`src/rtl/irq_seq_pkg.sv`:
```
package irq_seq_pkg;

   typedef enum logic [3:0] {
      ST_IDLE,
      ST_WAIT_BOUNDARY,
      ST_PUSH_PC,
      ST_PUSH_PS,
      ST_FETCH_VECTOR,
      ST_LOAD_PC,
      ST_POP_PS,
      ST_POP_PC
   } seq_state_t;

   typedef enum logic [1:0] {
      SP_HOLD,
      SP_DEC,
      SP_INC
   } sp_op_t;

endpackage

```
`src/rtl/irq_seq_sp.sv`:
```
module irq_seq_sp
   import irq_seq_pkg::*;
#(
   parameter int          AW      = 16,
   parameter int          STEP    = 2,
   parameter int unsigned SP_INIT = 32'h8000
) (
   input  logic          clk,
   input  logic          rst_n,
   input  sp_op_t        op,
   output logic [AW-1:0] sp,
   output logic [AW-1:0] sp_dec
);

   localparam logic [AW-1:0] INIT_V = AW'(SP_INIT);
   localparam logic [AW-1:0] STEP_V = AW'(STEP);

   always_ff @(posedge clk) begin
      if (!rst_n) begin
         sp <= INIT_V;
      end else begin
         unique case (op)
            SP_DEC:  sp <= sp - STEP_V;
            SP_INC:  sp <= sp + STEP_V;
            default: sp <= sp;
         endcase
      end
   end

   assign sp_dec = sp - STEP_V;

endmodule

```
`src/rtl/irq_seq_vec.sv`:
```
module irq_seq_vec #(
   parameter int          AW       = 16,
   parameter int          CODE_W   = 3,
   parameter int          STEP     = 2,
   parameter bit          VECTORED = 1'b1,
   parameter int unsigned VEC_BASE = 32'h0100
) (
   input  logic [CODE_W-1:0] code,
   output logic [AW-1:0]     vec_addr
);

   localparam logic [AW-1:0] BASE_V = AW'(VEC_BASE);
   localparam logic [AW-1:0] STEP_V = AW'(STEP);

   generate
      if (VECTORED) begin : g_table
         logic [AW-1:0] code_ext;
         assign code_ext = AW'(code);
         assign vec_addr = BASE_V + code_ext * STEP_V;
      end else begin : g_fixed
         logic unused_code;
         assign unused_code = ^code;
         assign vec_addr    = BASE_V;
      end
   endgenerate

endmodule

```
`src/rtl/irq_seq_fsm.sv`:
```
module irq_seq_fsm
   import irq_seq_pkg::*;
#(
   parameter int          AW          = 16,
   parameter int          DW          = 16,
   parameter int          CODE_W      = 3,
   parameter int          IE_BIT      = 9,
   parameter bit          NEED_FETCH  = 1'b1,
   parameter int unsigned FIXED_ENTRY = 32'h0200
) (
   input  logic              clk,
   input  logic              rst_n,
   input  logic              irq_req,
   input  logic [CODE_W-1:0] irq_code,
   input  logic              insn_done,
   input  logic              rti,
   input  logic [AW-1:0]     pc_in,
   input  logic [DW-1:0]     ps_in,
   input  logic [DW-1:0]     mem_rdata,
   input  logic              mem_ready,
   input  logic [AW-1:0]     sp,
   input  logic [AW-1:0]     sp_dec,
   input  logic [AW-1:0]     vec_addr,
   output logic [CODE_W-1:0] code_q,
   output sp_op_t            sp_op,
   output logic              mem_req,
   output logic              mem_we,
   output logic [AW-1:0]     mem_addr,
   output logic [DW-1:0]     mem_wdata,
   output logic              pc_load,
   output logic [AW-1:0]     pc_out,
   output logic              ps_load,
   output logic [DW-1:0]     ps_out,
   output logic              irq_ack,
   output logic              busy
);

   localparam logic [DW-1:0] IE_MASK = DW'(1) << IE_BIT;
   localparam logic [AW-1:0] FIXED_V = AW'(FIXED_ENTRY);

   seq_state_t    state;
   logic [AW-1:0] pc_save;
   logic [DW-1:0] ps_save;
   logic [AW-1:0] vec_q;
   logic          take;

   assign take = irq_req & ps_in[IE_BIT];

   always_ff @(posedge clk) begin
      if (!rst_n) begin
         state   <= ST_IDLE;
         pc_save <= '0;
         ps_save <= '0;
         vec_q   <= '0;
         code_q  <= '0;
      end else begin
         unique case (state)
            ST_IDLE, ST_WAIT_BOUNDARY: begin
               if (rti) begin
                  state <= ST_POP_PS;
               end else if (!take) begin
                  state <= ST_IDLE;
               end else if (insn_done) begin
                  pc_save <= pc_in;
                  ps_save <= ps_in;
                  code_q  <= irq_code;
                  state   <= ST_PUSH_PC;
               end else begin
                  state <= ST_WAIT_BOUNDARY;
               end
            end
            ST_PUSH_PC: begin
               if (mem_ready) state <= ST_PUSH_PS;
            end
            ST_PUSH_PS: begin
               if (mem_ready) begin
                  if (NEED_FETCH) begin
                     state <= ST_FETCH_VECTOR;
                  end else begin
                     vec_q <= FIXED_V;
                     state <= ST_LOAD_PC;
                  end
               end
            end
            ST_FETCH_VECTOR: begin
               if (mem_ready) begin
                  vec_q <= mem_rdata[AW-1:0];
                  state <= ST_LOAD_PC;
               end
            end
            ST_LOAD_PC: begin
               state <= ST_IDLE;
            end
            ST_POP_PS: begin
               if (mem_ready) begin
                  ps_save <= mem_rdata;
                  state   <= ST_POP_PC;
               end
            end
            ST_POP_PC: begin
               if (mem_ready) state <= ST_IDLE;
            end
            default: state <= ST_IDLE;
         endcase
      end
   end

   always_comb begin
      mem_req   = 1'b0;
      mem_we    = 1'b0;
      mem_addr  = '0;
      mem_wdata = '0;
      sp_op     = SP_HOLD;
      pc_load   = 1'b0;
      pc_out    = '0;
      ps_load   = 1'b0;
      ps_out    = '0;
      irq_ack   = 1'b0;
      unique case (state)
         ST_PUSH_PC: begin
            mem_req   = 1'b1;
            mem_we    = 1'b1;
            mem_addr  = sp_dec;
            mem_wdata = DW'(pc_save);
            if (mem_ready) sp_op = SP_DEC;
         end
         ST_PUSH_PS: begin
            mem_req   = 1'b1;
            mem_we    = 1'b1;
            mem_addr  = sp_dec;
            mem_wdata = ps_save;
            if (mem_ready) sp_op = SP_DEC;
         end
         ST_FETCH_VECTOR: begin
            mem_req  = 1'b1;
            mem_addr = vec_addr;
         end
         ST_LOAD_PC: begin
            pc_load = 1'b1;
            pc_out  = vec_q;
            ps_load = 1'b1;
            ps_out  = ps_save & ~IE_MASK;
            irq_ack = 1'b1;
         end
         ST_POP_PS: begin
            mem_req  = 1'b1;
            mem_addr = sp;
            if (mem_ready) sp_op = SP_INC;
         end
         ST_POP_PC: begin
            mem_req  = 1'b1;
            mem_addr = sp;
            if (mem_ready) begin
               sp_op   = SP_INC;
               pc_load = 1'b1;
               pc_out  = mem_rdata[AW-1:0];
               ps_load = 1'b1;
               ps_out  = ps_save | IE_MASK;
            end
         end
         default: ;
      endcase
   end

   assign busy = (state != ST_IDLE) && (state != ST_WAIT_BOUNDARY);

endmodule

```
`src/rtl/irq_seq.sv`:
```
module irq_seq
   import irq_seq_pkg::*;
#(
   parameter int          AW          = 16,
   parameter int          DW          = 16,
   parameter int          CODE_W      = 3,
   parameter int          IE_BIT      = 9,
   parameter bit          VECTORED    = 1'b1,
   parameter int unsigned SP_INIT     = 32'h8000,
   parameter int unsigned VEC_BASE    = 32'h0100,
   parameter int unsigned FIXED_ENTRY = 32'h0200
) (
   input  logic              clk,
   input  logic              rst_n,
   input  logic              irq_req,
   input  logic [CODE_W-1:0] irq_code,
   input  logic              insn_done,
   input  logic              rti,
   input  logic [AW-1:0]     pc_in,
   input  logic [DW-1:0]     ps_in,
   output logic              mem_req,
   output logic              mem_we,
   output logic [AW-1:0]     mem_addr,
   output logic [DW-1:0]     mem_wdata,
   input  logic [DW-1:0]     mem_rdata,
   input  logic              mem_ready,
   output logic              pc_load,
   output logic [AW-1:0]     pc_out,
   output logic              ps_load,
   output logic [DW-1:0]     ps_out,
   output logic              irq_ack,
   output logic              busy
);

   localparam int STEP = DW / 8;

   generate
      if (DW % 8 != 0 || DW < 8) begin : g_bad_dw
         $error("irq_seq: DW must be a whole number of bytes");
      end
      if (AW > DW) begin : g_bad_aw
         $error("irq_seq: AW must not exceed DW");
      end
      if (IE_BIT < 0 || IE_BIT >= DW) begin : g_bad_ie
         $error("irq_seq: IE_BIT outside the status word");
      end
      if (CODE_W < 1) begin : g_bad_code
         $error("irq_seq: CODE_W must be at least 1");
      end
   endgenerate

   sp_op_t            sp_op;
   logic [AW-1:0]     sp;
   logic [AW-1:0]     sp_dec;
   logic [AW-1:0]     vec_addr;
   logic [CODE_W-1:0] code_q;

   irq_seq_sp #(
      .AW      (AW),
      .STEP    (STEP),
      .SP_INIT (SP_INIT)
   ) u_sp (
      .clk    (clk),
      .rst_n  (rst_n),
      .op     (sp_op),
      .sp     (sp),
      .sp_dec (sp_dec)
   );

   irq_seq_vec #(
      .AW       (AW),
      .CODE_W   (CODE_W),
      .STEP     (STEP),
      .VECTORED (VECTORED),
      .VEC_BASE (VEC_BASE)
   ) u_vec (
      .code     (code_q),
      .vec_addr (vec_addr)
   );

   irq_seq_fsm #(
      .AW          (AW),
      .DW          (DW),
      .CODE_W      (CODE_W),
      .IE_BIT      (IE_BIT),
      .NEED_FETCH  (VECTORED),
      .FIXED_ENTRY (FIXED_ENTRY)
   ) u_fsm (
      .clk       (clk),
      .rst_n     (rst_n),
      .irq_req   (irq_req),
      .irq_code  (irq_code),
      .insn_done (insn_done),
      .rti       (rti),
      .pc_in     (pc_in),
      .ps_in     (ps_in),
      .mem_rdata (mem_rdata),
      .mem_ready (mem_ready),
      .sp        (sp),
      .sp_dec    (sp_dec),
      .vec_addr  (vec_addr),
      .code_q    (code_q),
      .sp_op     (sp_op),
      .mem_req   (mem_req),
      .mem_we    (mem_we),
      .mem_addr  (mem_addr),
      .mem_wdata (mem_wdata),
      .pc_load   (pc_load),
      .pc_out    (pc_out),
      .ps_load   (ps_load),
      .ps_out    (ps_out),
      .irq_ack   (irq_ack),
      .busy      (busy)
   );

endmodule

```
`config.mk`:
```
export PLATFORM = sky130hd
export DESIGN_NAME = irq_seq
export DESIGN_NICKNAME = d
export VERILOG_FILES = /design/src/rtl/irq_seq_pkg.sv /design/src/rtl/irq_seq_sp.sv /design/src/rtl/irq_seq_vec.sv /design/src/rtl/irq_seq_fsm.sv /design/src/rtl/irq_seq.sv
export SDC_FILE = /design/constraint.sdc
export NUM_CORES = 1
export LEC_CHECK = 0
export BUFFER_PORTS_ARGS = -buffer_cell sky130_fd_sc_hd__buf_2
export CAP_MARGIN = 15
export CELL_PAD_IN_SITES_DETAIL_PLACEMENT = 0
export CELL_PAD_IN_SITES_GLOBAL_PLACEMENT = 1
export CORE_MARGIN = 5
export CORE_UTILIZATION = 40
export CTS_CLUSTER_SIZE = 12
export DETAILED_ROUTE_END_ITERATION = 10
export GPL_ROUTABILITY_DRIVEN = 0
export HOLD_SLACK_MARGIN = 0.02
export PLACE_DENSITY = 0.88
export SLEW_MARGIN = 20
export SYNTH_ARGS = -nofsm -noshare
export SYNTH_HDL_FRONTEND = slang
export SYNTH_SLANG_ARGS = --single-unit
```
`constraint.sdc`:
```
create_clock -name clk -period 6.7 [get_ports clk]
set_input_delay 0.67 -clock clk [delete_from_list [all_inputs] [get_ports clk]]
set_output_delay 0.67 -clock clk [all_outputs]
set_load 0.005 [all_outputs]
```
Word level (Yosys, flattened, before mapping):

Index checks and enable logic that the tools add are counted.

* register bits: 71
* input bits: 57
* output and inout port bits: 70

* add/sub/neg operators: 3
* equal/unequal tests: 18
* multiplexer cells: 29
* bitwise gates (word level): 2
* reductions and logical operators: 13

Operators by type and width (count)
* $pmux 16 s2: 5
* $mux 16: 6
* $pmux 16 s3: 1
* $mux 4: 7
* $pmux 4 s6: 1
* $add 16x2->16 const B: 1
* $eq 4x3->1 const B: 4
* $sub 16x2->16 const B: 1
* $ne 2x2->1 const B: 7
* $add 9x4->10 const A: 1
* $reduce_and 5->1: 2
* $eq 4x2->1 const B: 2
* $reduce_or 2->1: 3
* $mux 1: 5
* $reduce_or 5->1: 1
* $eq 4x1->1 const B: 1
* $logic_not 4->1: 1
* $mux 2: 2
* $ne 4x1->1 const B: 1
* $pmux 2 s2: 1
* $reduce_and 4->1: 1
* $reduce_bool 2->1: 2
* $reduce_bool 4->1: 1
* $eq 2x1->1 const B: 1
* other kinds (7): 7

Longest topological paths before layout:

Gate-level depths: netlist of the first run.

* depth after elaboration: 5
* depth in mapped cells: 12
* mapped depth without buffers: 9

Hierarchy:

From an unflattened synthesis of the first run, not the netlist that was laid out.

* cells, all modules: 583
* area, all modules: 4569.4 µm²

By module, submodules not included
* irq_seq_fsm: instances 1, cells each 394, area each 3133.0 µm², seq. area each 1081.0 µm²
* irq_seq_sp: instances 1, cells each 171, area each 1308.8 µm², seq. area each 300.3 µm²
* irq_seq_vec: instances 1, cells each 18, area each 127.6 µm², seq. area each 0.0 µm²

Worst setup path after synthesis of the first run:

OpenSTA, ideal clock, no wires.

* path type: reg-to-output
* start point: register u_sp.sp[2]
* end point: output port mem_addr[13]
* arrival: 2.148 ns
* required time: 6.030 ns
* slack: 3.882 ns
* stages on the path, launching flop included: 8
* path through: dfxtp_1 -> buf_2 -> inv_1 -> ha_1 -> or3b_2 -> or3_1 -> or4_1 -> a21oi_1

* word-level cells in the longest chain between the ends: 2

Ends and longest elaborated chain
* from (decl): line irq_seq_sp.sv:11 `output logic [AW-1:0] sp,`
* from (signal assigned): line irq_seq_sp.sv:23 `SP_DEC: sp <= sp - STEP_V;`
* from (signal assigned): line irq_seq_sp.sv:24 `SP_INC: sp <= sp + STEP_V;`
* from (signal assigned): line irq_seq_sp.sv:25 `default: sp <= sp;`
* $sub 16x2->16: line irq_seq_sp.sv:30 `assign sp_dec = sp - STEP_V;`
* $pmux 16 s3: line irq_seq_fsm.sv:119 `unique case (state)`
* to (decl): line irq_seq.sv:23 `output logic [AW-1:0] mem_addr,`

No other way between the ends.

Final worst setup path of the first run:

* start point: register u_fsm.state[2]
* end point: register u_sp.sp[10]

* word-level cells in the longest chain between the ends: 5
* elaborated cells between the ends (all ways): 11
* classes of those cells: eq/ne: 6; mux: 2; reduce/logical: 3

Ends and longest elaborated chain
* from (decl): line irq_seq_fsm.sv:41 `seq_state_t state;`
* from (signal assigned): line irq_seq_fsm.sv:51 `state <= ST_IDLE;`
* from (signal assigned): line irq_seq_fsm.sv:60 `state <= ST_POP_PS;`
* from (signal assigned): line irq_seq_fsm.sv:62 `state <= ST_IDLE;`
* $eq 4x3->1 or $eq 4x2->1 (tied branches): line irq_seq_fsm.sv:119
* $reduce_or 2->1 (no line)
* $pmux 2 s2 (*): line irq_seq_fsm.sv:119
* $eq 2x2->1 or $eq 2x1->1 (tied branches): line irq_seq_sp.sv:22 `unique case (op)`
* $pmux 16 s2 or $reduce_bool 2->1 (tied branches)

Every way passes the cells marked *; elsewhere a longest branch is shown, timed or not.
A chain may end at the register's enable or synchronous reset.

==> impl_metrics.csv, run 1 <==
group,metric,value,unit
yosys,synthSimpleGateAreaFrac,28.3,%
yosys,synth_top_family_by_area,"simple AND/OR/NAND/NOR gates",
yosys,syn_inst,538,
timing,maxSlewHeadroom,33.2,%
timing,max_freq,272,MHz
power,ir_drop,0.0982,mV
grt,grt_antenna_before_repair,1,
floorplan,std_cell_rows,37,
power,p_per_area,220,nW/um^2
timing,worst_slew_pin_slew,0.999,ns
clock_network,cts_resized,0,
detailed_routing,dr_wl_met2,5830,um
floorplan,die_w,111,um
yosys,synthMostInstantiatedCell,"nand2_1",
detailed_routing,dr.pass1.iters,5,
worst_setup_path,worstReg2RegEnd,"u_sp.sp[10]",
placement,dp_hpwl,8920,um
yosys,synth_edf_count,0,
clock_network,cts_buffer_depth,2,
worst_setup_path,cp_max_fo,21,
grt,grt_pass1_wl,20100,um
outcome,outcome,"completed",
clock_network,root_buffer,"clkbuf_8",
timing,period_needed,3.67,ns
placement,io_buffers,125,
detailed_routing,met3WireLength,852,um
worst_setup_path,crit_required,6.97,ns
floorplan,core_area,10100,um^2
cells_and_area,drive_gt1_share,25.1,%
detailed_routing,drc_errors,0,
yosys,synth_nets,598,
detailed_routing,post_drt_via_cell_ratio,5.46,
clock_network,clk_latency,0.35,ns
worst_setup_path,r2r-start,"u_fsm.state[2]",
detailed_routing,wire_per_inst,16.2,um
yosys,synth_commonest_cells,"nand2_1, dfxtp_1, a21oi_1",
clock_network,cts_num_sinks,69,
detailed_routing,drtAntennaViolNets,0,
yosys,synth_fa_ha_area_share,0.918,%
yosys,synthFlopType,"dfxtp_1",
yosys,ys_warn_count,0,
yosys,synthMuxAreaShare,9.79,%
power,p_leak,2.12,nW
worst_setup_path,max_stage_delay,0.77,ns
job,maxCapViolations,0,
clock_network,cts_buffers,9,
yosys,synth-xor-area-share,1.71,%
worst_setup_path,cp_num_buf_inv,2,
yosys,ys_ff_latch,69,
clock_network,clkTransAtPathRegs,0.08,ns
timing,slew_viol_final,0,
yosys,synth_largest_area_cell,"dfxtp_1",
worst_setup_path,crit_family,"simple AND/OR/NAND/NOR gates",
cells_and_area,utilization,48.3,%
worst_setup_path,cp_cell_sequence,"inv_1, nand2_1, inv_1, nand2_1, ha_1, nand3_1, nor4_1, a22o_1, mux2i_1",
yosys,ys_types,54,
cells_and_area,nNetsFinal,685,
worst_hold_path,hp-class,"reg2reg",
clock_network,cts_max_level,3,
cells_and_area,antennaDiodeCount,0,
worst_setup_path,worstSetupEndpointType,"register",
worst_hold_path,hold_start,"u_fsm.pc_save[6]",
timing,setup_viol,0,
detailed_routing,maxUsedRoutingLayer,"met5",
floorplan,initial_utilization,40.3,%
timing,hold_violations,0,
worst_setup_path,slowest_stage,"dfxtp_1",
yosys,yosysSeqAreaShare,33.8,%
cells_and_area,area_growth,19.8,%
worst_setup_path,reg2reg_depth,9,
detailed_routing,routed_wl,12400,um
grt,overflow,0,
detailed_routing,drt-met1-wl,5490,um
grt,first_global_vias,4025,
detailed_routing,drt_iter0_drc,211,
yosys,avgSynthCellArea,7.60,um^2
worst_setup_path,crit_type,"reg2reg",
timing,final.setup_skew,0.0121,ns
floorplan,die_y,111,um
timing,fin_crit_sh,54.8,%
yosys,synthTopCellsByArea,"dfxtp_1, mux2i_1, nand2_1, a21oi_1, nor2_1",
worst_setup_path,reg2reg_slack,3.03,ns
clock_network,postCtsSetupBuffers,0,
timing,tns,0,ns
yosys,synthArstFlopShare,0,%
floorplan,die_area,12300,um^2
yosys,synth_compound_area_share,19.1,%
timing,rsz0062_at_grt,"false",
detailed_routing,vias,4180,
worst_hold_path,min_to,"u_fsm.pc_save[6]",
grt,grt_usage,19.5,%
floorplan,ios,127,
clock_network,holdBufCountCts,0,
clock_network,cts_tree,"yes",
worst_hold_path,hold_depth,2,
yosys,netlist_area,4090,um^2
grt,grt_max_degree,62,
worst_setup_path,cp-start-kind,"register",
worst_setup_path,cp.arrival,3.94,ns
yosys,yosys.area.top_type_share,33.8,%
metrics by stage:
step | std cells | hold slack (ns) | worst slack (ns) | cell area, um^2 | power [mW]
6_report | 765 | 0.457 | 3.03 | 4900 | 1.08
5_1_grt | 765 | 0.478 | 2.71 | 4900 | 1.14
4_1_cts | 764 | 0.456 | 2.96 | 4870 | 1.08
3_5_place_dp | 749 | 0.446 | 3.11 | 4680 | 0.750
3_3_place_gp | 749 | 0.444 | 3.30 | 4680 | 0.744
2_1_floorplan | 538 | 0.432 | 3.88 | 4090 | 0.669
metal layers:
layer / up-vias / GRT usage [%]
li1: 2065 / -
met1: 1950 / 25.2
met2: 150 / 32.7
met3: 13 / 4.97
met4: 2 / 4.87
met5: - / 0
kinds of logic after synthesis:
group	Yosys count
multiplexers	40
adder cells (fa/ha/maj)	3
AO/OA/AOI/OAI	121
buffers and inverters	61
other	1
AND/OR/NAND/NOR	235
XOR/XNOR	8
flip-flops	69
sequential cells by signal (all words and copies together) (netlist names):
signal	flops
u_fsm.pc_save	16
u_fsm.code_q	3
u_fsm.state	3
u_fsm.ps_save	16
u_fsm.vec_q	16
u_sp.sp	15
how the worst max path moves through the flow:
stage                   startpoint           end  slack [ns]  cells past startpoint
floorplan               u_sp.sp[2]  mem_addr[13]        3.88                      7
global placement    u_fsm.state[2]   u_sp.sp[12]        3.30                      9
detailed placement  u_fsm.state[2]   u_sp.sp[10]        3.11                      9
CTS                 u_fsm.state[0]    pc_out[15]        2.96                      4
global route        u_fsm.state[2]   u_sp.sp[10]        2.71                      9
finish              u_fsm.state[2]   u_sp.sp[10]        3.03                      9
placed cells by master, fill, tap and decap left out, drive strengths merged, types with 5 or more instances in the layout:
| cell type | count |
|---|---|
| buf | 127 |
| nand2 | 87 |
| dfxtp | 69 |
| a21oi | 55 |
| nor2 | 52 |
| mux2i | 40 |
| a22o | 18 |
| a211oi | 17 |
| and2 | 15 |
| or3 | 12 |
| nor4 | 10 |
| o21ai | 10 |
| nand3 | 9 |
| clkbuf | 9 |
| inv | 8 |
| nor3 | 8 |
| xnor2 | 6 |
| nand2b | 6 |
| clkinv | 6 |
| and3 | 5 |
| and4 | 5 |
| or2 | 5 |
worst reg2reg max path, stage by stage, from the launching register on:
cell	delay, ns
dfxtp_1	0.77
inv_1	0.26
nand2_1	0.54
inv_1	0.14
nand2_1	0.10
ha_1	0.55
nand3_1	0.27
nor4_1	0.56
a22o_1	0.23
mux2i_1	0.18
cell type report:
cell class | count | area [um^2]
multi-input cells | 408 | 2470
repair buffers | 127 | 644
clock buffers | 9 | 124
inverters | 10 | 37.5
flip-flops and latches | 69 | 1380
well taps | 136 | 170
fillers | 1042 | 5240
clock inverters | 6 | 65.1
where the power goes:
part | switching, mW | internal (mW) | leakage, nW | total [mW]
Clock | 0.166 | 0.170 | 0.0950 | 0.336
Combinational | 0.144 | 0.119 | 1.46 | 0.263
Sequential | 0.0453 | 0.433 | 0.561 | 0.478
Note: power is estimated with default switching activity, not from simulation.
==> inputs of run 2 (changes only) <==
CORE_UTILIZATION = 33   (was 40)
PLACE_DENSITY = 0.77   (was 0.88)
clock period = 3.11 ns   (was 6.7 ns; I/O delays follow)
==> impl_metrics.csv, run 2 (synthesized netlist as in run 1, its figures left out) <==
group,metric,value,unit
worst_setup_path,crit_type,"reg2out",
power,p_sw_share,29.1,%
timing,hold_violations,0,
grt,overflow,0,
worst_setup_path,cp-start-kind,"register",
placement,placed_cells,792,
timing,final.setup_skew,0.00925,ns
floorplan,std_cell_rows,40,
clock_network,cts_resized,1,
power,combPwrFrac,21.8,%
clock_network,cts_buffer_depth,2,
detailed_routing,drc_errors,0,
worst_hold_path,hold_depth,3,
floorplan,initial_utilization,33.9,%
clock_network,clkTransAtPathRegs,0.06,ns
timing,fin_crit_sh,95.4,%
job,maxCapViolations,0,
floorplan,die_y,121,um
power,p_leak,2.24,nW
detailed_routing,vias,4208,
detailed_routing,dr.pass1.iters,5,
detailed_routing,post_drt_via_cell_ratio,5.21,
power,pwr-share-clk,42.5,%
timing,max_freq,337,MHz
worst_setup_path,cp_max_fo,11,
cells_and_area,mostFrequentLayoutCells,"buf_2, nand2_1, dfxtp_1, a21oi_1, nor2_1",
timing,tns,0,ns
timing,setup_viol,0,
worst_setup_path,reg2reg_slack,0.46,ns
worst_hold_path,min_to,"u_fsm.pc_save[10]",
power,p_per_area,545,nW/um^2
worst_setup_path,cp.arrival,2.65,ns
grt,grt_antenna_before_repair,0,
detailed_routing,drtAntennaViolNets,0,
detailed_routing,drt_iter0_drc,343,
placement,dp_hpwl,9420,um
power,p_seq_share,35.7,%
timing,worst_slew_pin_slew,0.919,ns
clock_network,root_buffer,"clkbuf_16",
grt,first_global_vias,4130,
timing,period_needed,2.97,ns
floorplan,ios,127,
floorplan,die_area,14700,um^2
grt,grt_usage,17.8,%
clock_network,holdBufCountCts,0,
outcome,outcome,"completed",
grt,grt_pass1_wl,21000,um
detailed_routing,wire_per_inst,16.0,um
power,p_int,2.00,mW
cells_and_area,nNetsFinal,695,
cells_and_area,final_common_cell,"buf_2",
worst_setup_path,worstReg2RegEnd,"u_sp.sp[12]",
timing,maxSlewHeadroom,38.5,%
clock_network,cts_buffers,9,
worst_setup_path,crit_required,2.80,ns
floorplan,die_w,121,um
worst_setup_path,r2r-start,"u_fsm.state[1]",
cells_and_area,stdcell_count,808,
clock_network,cts_tree,"yes",
floorplan,core_area,12100,um^2
clock_network,cts_num_sinks,69,
worst_setup_path,reg2reg_depth,7,
grt,grt_max_degree,62,
timing,slew_viol_final,0,
cells_and_area,area_growth,26.3,%
cells_and_area,nFillCells,1279,
worst_hold_path,hold_start,"pc_in[10]",
clock_network,clk_latency,0.34,ns
clock_network,postCtsSetupBuffers,0,
clock_network,cts_max_level,3,
worst_setup_path,worstSetupEndpointType,"output port",
timing,rsz0062_at_grt,"false",
worst_hold_path,hp-class,"in2reg",
power,power_switching,0.821,mW
detailed_routing,routed_wl,13000,um
cells_and_area,antennaDiodeCount,0,
power,ir_drop,0.268,mV
cells_and_area,reg_top3,"u_fsm.pc_save x16, u_fsm.ps_save x16, u_fsm.vec_q x16",
cells_and_area,drive_gt1_share,26.4,%
placement,io_buffers,125,
[run 2: changes by cell type in the layout (fill, tap and decap cells not counted), sizes merged]
cell	delta
buf	+10
bufinv	+2
clkinvlp	-1
clkinv	-2
inv	+2
[run 2: worst max-delay path by stage]
stage | start | end | slack, ns | cells past startpoint
2_1_floorplan | u_fsm.state[1] | u_sp.sp[5] | 0.48 | 11
3_3_place_gp | u_sp.sp[1] | mem_addr[13] | 0.38 | 7
3_5_place_dp | u_sp.sp[2] | mem_addr[13] | 0.31 | 7
4_1_cts | u_sp.sp[2] | mem_addr[13] | 0.08 | 7
5_1_grt | u_sp.sp[1] | mem_addr[13] | 0.005 | 7
6_report | u_sp.sp[1] | mem_addr[13] | 0.14 | 7
[run 2: final cells by class]
| class | count | area [um^2] | area share, % |
|---|---|---|---|
| Timing Repair Buffer | 137 | 716 | 13.9 |
| Tap cell | 168 | 210 | 4.07 |
| Multi-Input combinational cell | 408 | 2470 | 47.9 |
| Inverter | 10 | 37.5 | 0.727 |
| Sequential cell | 69 | 1380 | 26.8 |
| Clock buffer | 9 | 225 | 4.36 |
| Clock inverter | 7 | 121 | 2.35 |
[run 2: critical path, cell delays in order, from the launching register on]
cell and delay, ns:
dfxtp_1 0.41, inv_1 0.10, ha_2 0.20, or3b_4 0.45
or3_4 0.37, or4_1 0.47, a21oi_1 0.16, buf_2 0.15
[run 2: stage by stage]
step / instance area (um^2) / hold slack, ns / setup WS [ns] / power (mW) / util, %
global route: 5160 / 0.208 / 0.00545 / 2.97 / 42.8
CTS: 5160 / 0.193 / 0.0764 / 2.84 / 42.7
finish: 5160 / 0.202 / 0.144 / 2.82 / 42.8
detailed placement: 4810 / 0.448 / 0.312 / 1.63 / 39.9
floorplan: 4090 / 0.432 / 0.484 / 1.44 / -
global placement: 4810 / 0.442 / 0.384 / 1.62 / 39.9
[run 2: layer usage]
layer  wire length (um)  GRT usage (%)  vias up
met5                  0              0        -
met1               5730           23.4     1948
met2               6000           27.2      153
li1                   -              -     2091
met4                246           7.28        0
met3                982           5.36       16
[run 2: power by group through the flow]
stage / clock network, mW / logic [mW] / registers, mW
6_report: 1.20 / 0.613 / 1.01
5_1_grt: 1.26 / 0.687 / 1.02
4_1_cts: 1.23 / 0.610 / 1.00
3_5_place_dp: 0 / 0.605 / 1.02
3_3_place_gp: 0 / 0.597 / 1.02
2_1_floorplan: 0 / 0.467 / 0.976
==> inputs of run 3 (changes only) <==
CELL_PAD_IN_SITES_DETAIL_PLACEMENT = 1   (was 0)
CELL_PAD_IN_SITES_GLOBAL_PLACEMENT = 2   (was 1)
CORE_UTILIZATION = 26   (was 33)
PLACE_DENSITY = 0.78   (was 0.77)
==> impl_metrics.csv, run 3 (synthesized netlist as in run 1, its figures left out) <==
group,metric,value,unit
detailed_routing,dr.pass1.iters,4,
worst_setup_path,worstReg2RegEnd,"u_sp.sp[12]",
cells_and_area,drive_gt1_share,26.9,%
grt,first_global_vias,4555,
cells_and_area,reg_top3,"u_fsm.pc_save x16, u_fsm.ps_save x16, u_fsm.vec_q x16",
grt,overflow,0,
grt,grt_antenna_before_repair,3,
power,power,2.64,mW
grt,met3_usage,5.09,%
detailed_routing,drc_errors,0,
grt,grt_usage,16.6,%
detailed_routing,post_drt_via_cell_ratio,4.96,
grt,met2_usage,28.1,%
worst_setup_path,crit_type,"reg2out",
power,p_per_area,507,nW/um^2
cells_and_area,stdcell_count,859,
clock_network,cts_buffers,9,
detailed_routing,routed_wl,15000,um
worst_setup_path,worstSetupEndpointType,"output port",
clock_network,cts_buffer_depth,2,
cells_and_area,mostFrequentLayoutCells,"buf_2, nand2_1, dfxtp_1, a21oi_1, nor2_1",
timing,fin_crit_sh,94.1,%
clock_network,cts_tree,"yes",
timing,maxSlewHeadroom,30.2,%
worst_hold_path,hold_start,"pc_in[10]",
detailed_routing,drtAntennaViolNets,0,
floorplan,die_y,135,um
worst_setup_path,crit_required,2.80,ns
timing,fin_ws,0.183,ns
grt,met1_usage,20.0,%
worst_setup_path,cp_max_fo,10,
grt,grt_most_used_layer,"met2",
cells_and_area,nFillCells,1915,
placement,placed_cells,840,
placement,dp_hpwl,11300,um
detailed_routing,wire_per_inst,17.5,um
cells_and_area,final_common_cell,"buf_2",
floorplan,die_area,18300,um^2
clock_network,clkTransAtPathRegs,0.06,ns
floorplan,core_area,15300,um^2
floorplan,std_cell_rows,45,
cells_and_area,nNetsFinal,703,
timing,period_needed,2.93,ns
worst_setup_path,cp.arrival,2.62,ns
timing,worst_slew_pin_slew,1.04,ns
worst_setup_path,reg2reg_depth,8,
outcome,outcome,"completed",
worst_setup_path,r2r-start,"u_fsm.state[1]",
floorplan,die_w,135,um
job,maxCapViolations,0,
grt,grt_pass1_wl,24300,um
placement,post-place-ws,0.309,ns
power,ir_drop,0.255,mV
clock_network,cts_max_level,3,
worst_setup_path,cp-start-kind,"register",
floorplan,ios,127,
grt,grt_max_degree,23,
detailed_routing,drt_iter0_drc,171,
detailed_routing,vias,4260,
timing,final.setup_skew,0.00694,ns
worst_hold_path,hp-class,"in2reg",
clock_network,clk_latency,0.34,ns
placement,place_area,4900,um^2
cells_and_area,area_growth,27.3,%
timing,rsz0062_at_grt,"false",
clock_network,holdBufCountCts,0,
worst_hold_path,hold_depth,3,
cells_and_area,design_area,5210,um^2
worst_setup_path,reg2reg_slack,0.48,ns
worst_hold_path,min_to,"u_fsm.pc_save[10]",
timing,setup_viol,0,
floorplan,initial_utilization,26.7,%
worst_setup_path,setup.worst_path.start,"u_sp.sp[2]",
timing,slew_viol_final,0,
timing,max_freq,342,MHz
power,p_leak,2.24,nW
clock_network,root_buffer,"clkbuf_16",
clock_network,cts_num_sinks,69,
timing,hold_violations,0,
placement,io_buffers,125,
timing,tns,0,ns
[run 3: worst max-delay path by stage]
stage                   endpoint  depth (start not counted)
floorplan             u_sp.sp[5]                         11
global placement    mem_addr[13]                          7
detailed placement  mem_addr[13]                          7
CTS                 mem_addr[13]                          7
global route        mem_addr[13]                          7
finish              mem_addr[13]                          7
[run 3: layer usage]
| layer | up-vias | share of wire [%] |
|---|---|---|
| li1 | 2112 | - |
| met1 | 2021 | 44 |
| met2 | 100 | 48 |
| met3 | 21 | 6.2 |
| met4 | 6 | 1.8 |
| met5 | - | 0.31 |
[run 3: final cells by class]
| class | instances | area (um^2) | share of cell area, % |
|---|---|---|---|
| diodes | 1 | 2.50 | 0.0481 |
| inverters | 10 | 37.5 | 0.721 |
| clock inverters | 5 | 36.3 | 0.697 |
| flip-flops and latches | 69 | 1380 | 26.5 |
| well taps | 211 | 264 | 5.07 |
| multi-input cells | 408 | 2470 | 47.4 |
| repair buffers | 145 | 776 | 14.9 |
| clock buffers | 10 | 239 | 4.59 |
[run 3: critical path, cell delays in order, from the launching register on]
cell     delay (ns)
dfxtp_1        0.40
inv_1          0.12
ha_1           0.21
or3b_4         0.44
or3_4          0.36
or4_1          0.47
a21oi_1        0.15
buf_2          0.12
[run 3: per-stage QoR]
stage	utilization (%)	hold WS, ns
2_1_floorplan	-	0.432
6_report	34.0	0.208
3_3_place_gp	32.0	0.443
5_1_grt	34.0	0.214
4_1_cts	33.8	0.193
3_5_place_dp	32.0	0.449
[run 3: report_power, final]
| part | total [mW] | switching [mW] | internal (mW) |
|---|---|---|---|
| sequential | 1.01 | 0.0719 | 0.934 |
| clock | 0.971 | 0.413 | 0.558 |
| combinational | 0.660 | 0.365 | 0.295 |
[run 3: what timing repair did]
item / in CTS / in global routing
setup endpoints to repair: 1 / 1
endpoints found under the hold margin: 0 / 0
pin swaps: 0 / 0
setup buffers: 0 / 3
resized for setup: 1 / 1
gates cloned: 0 / 0
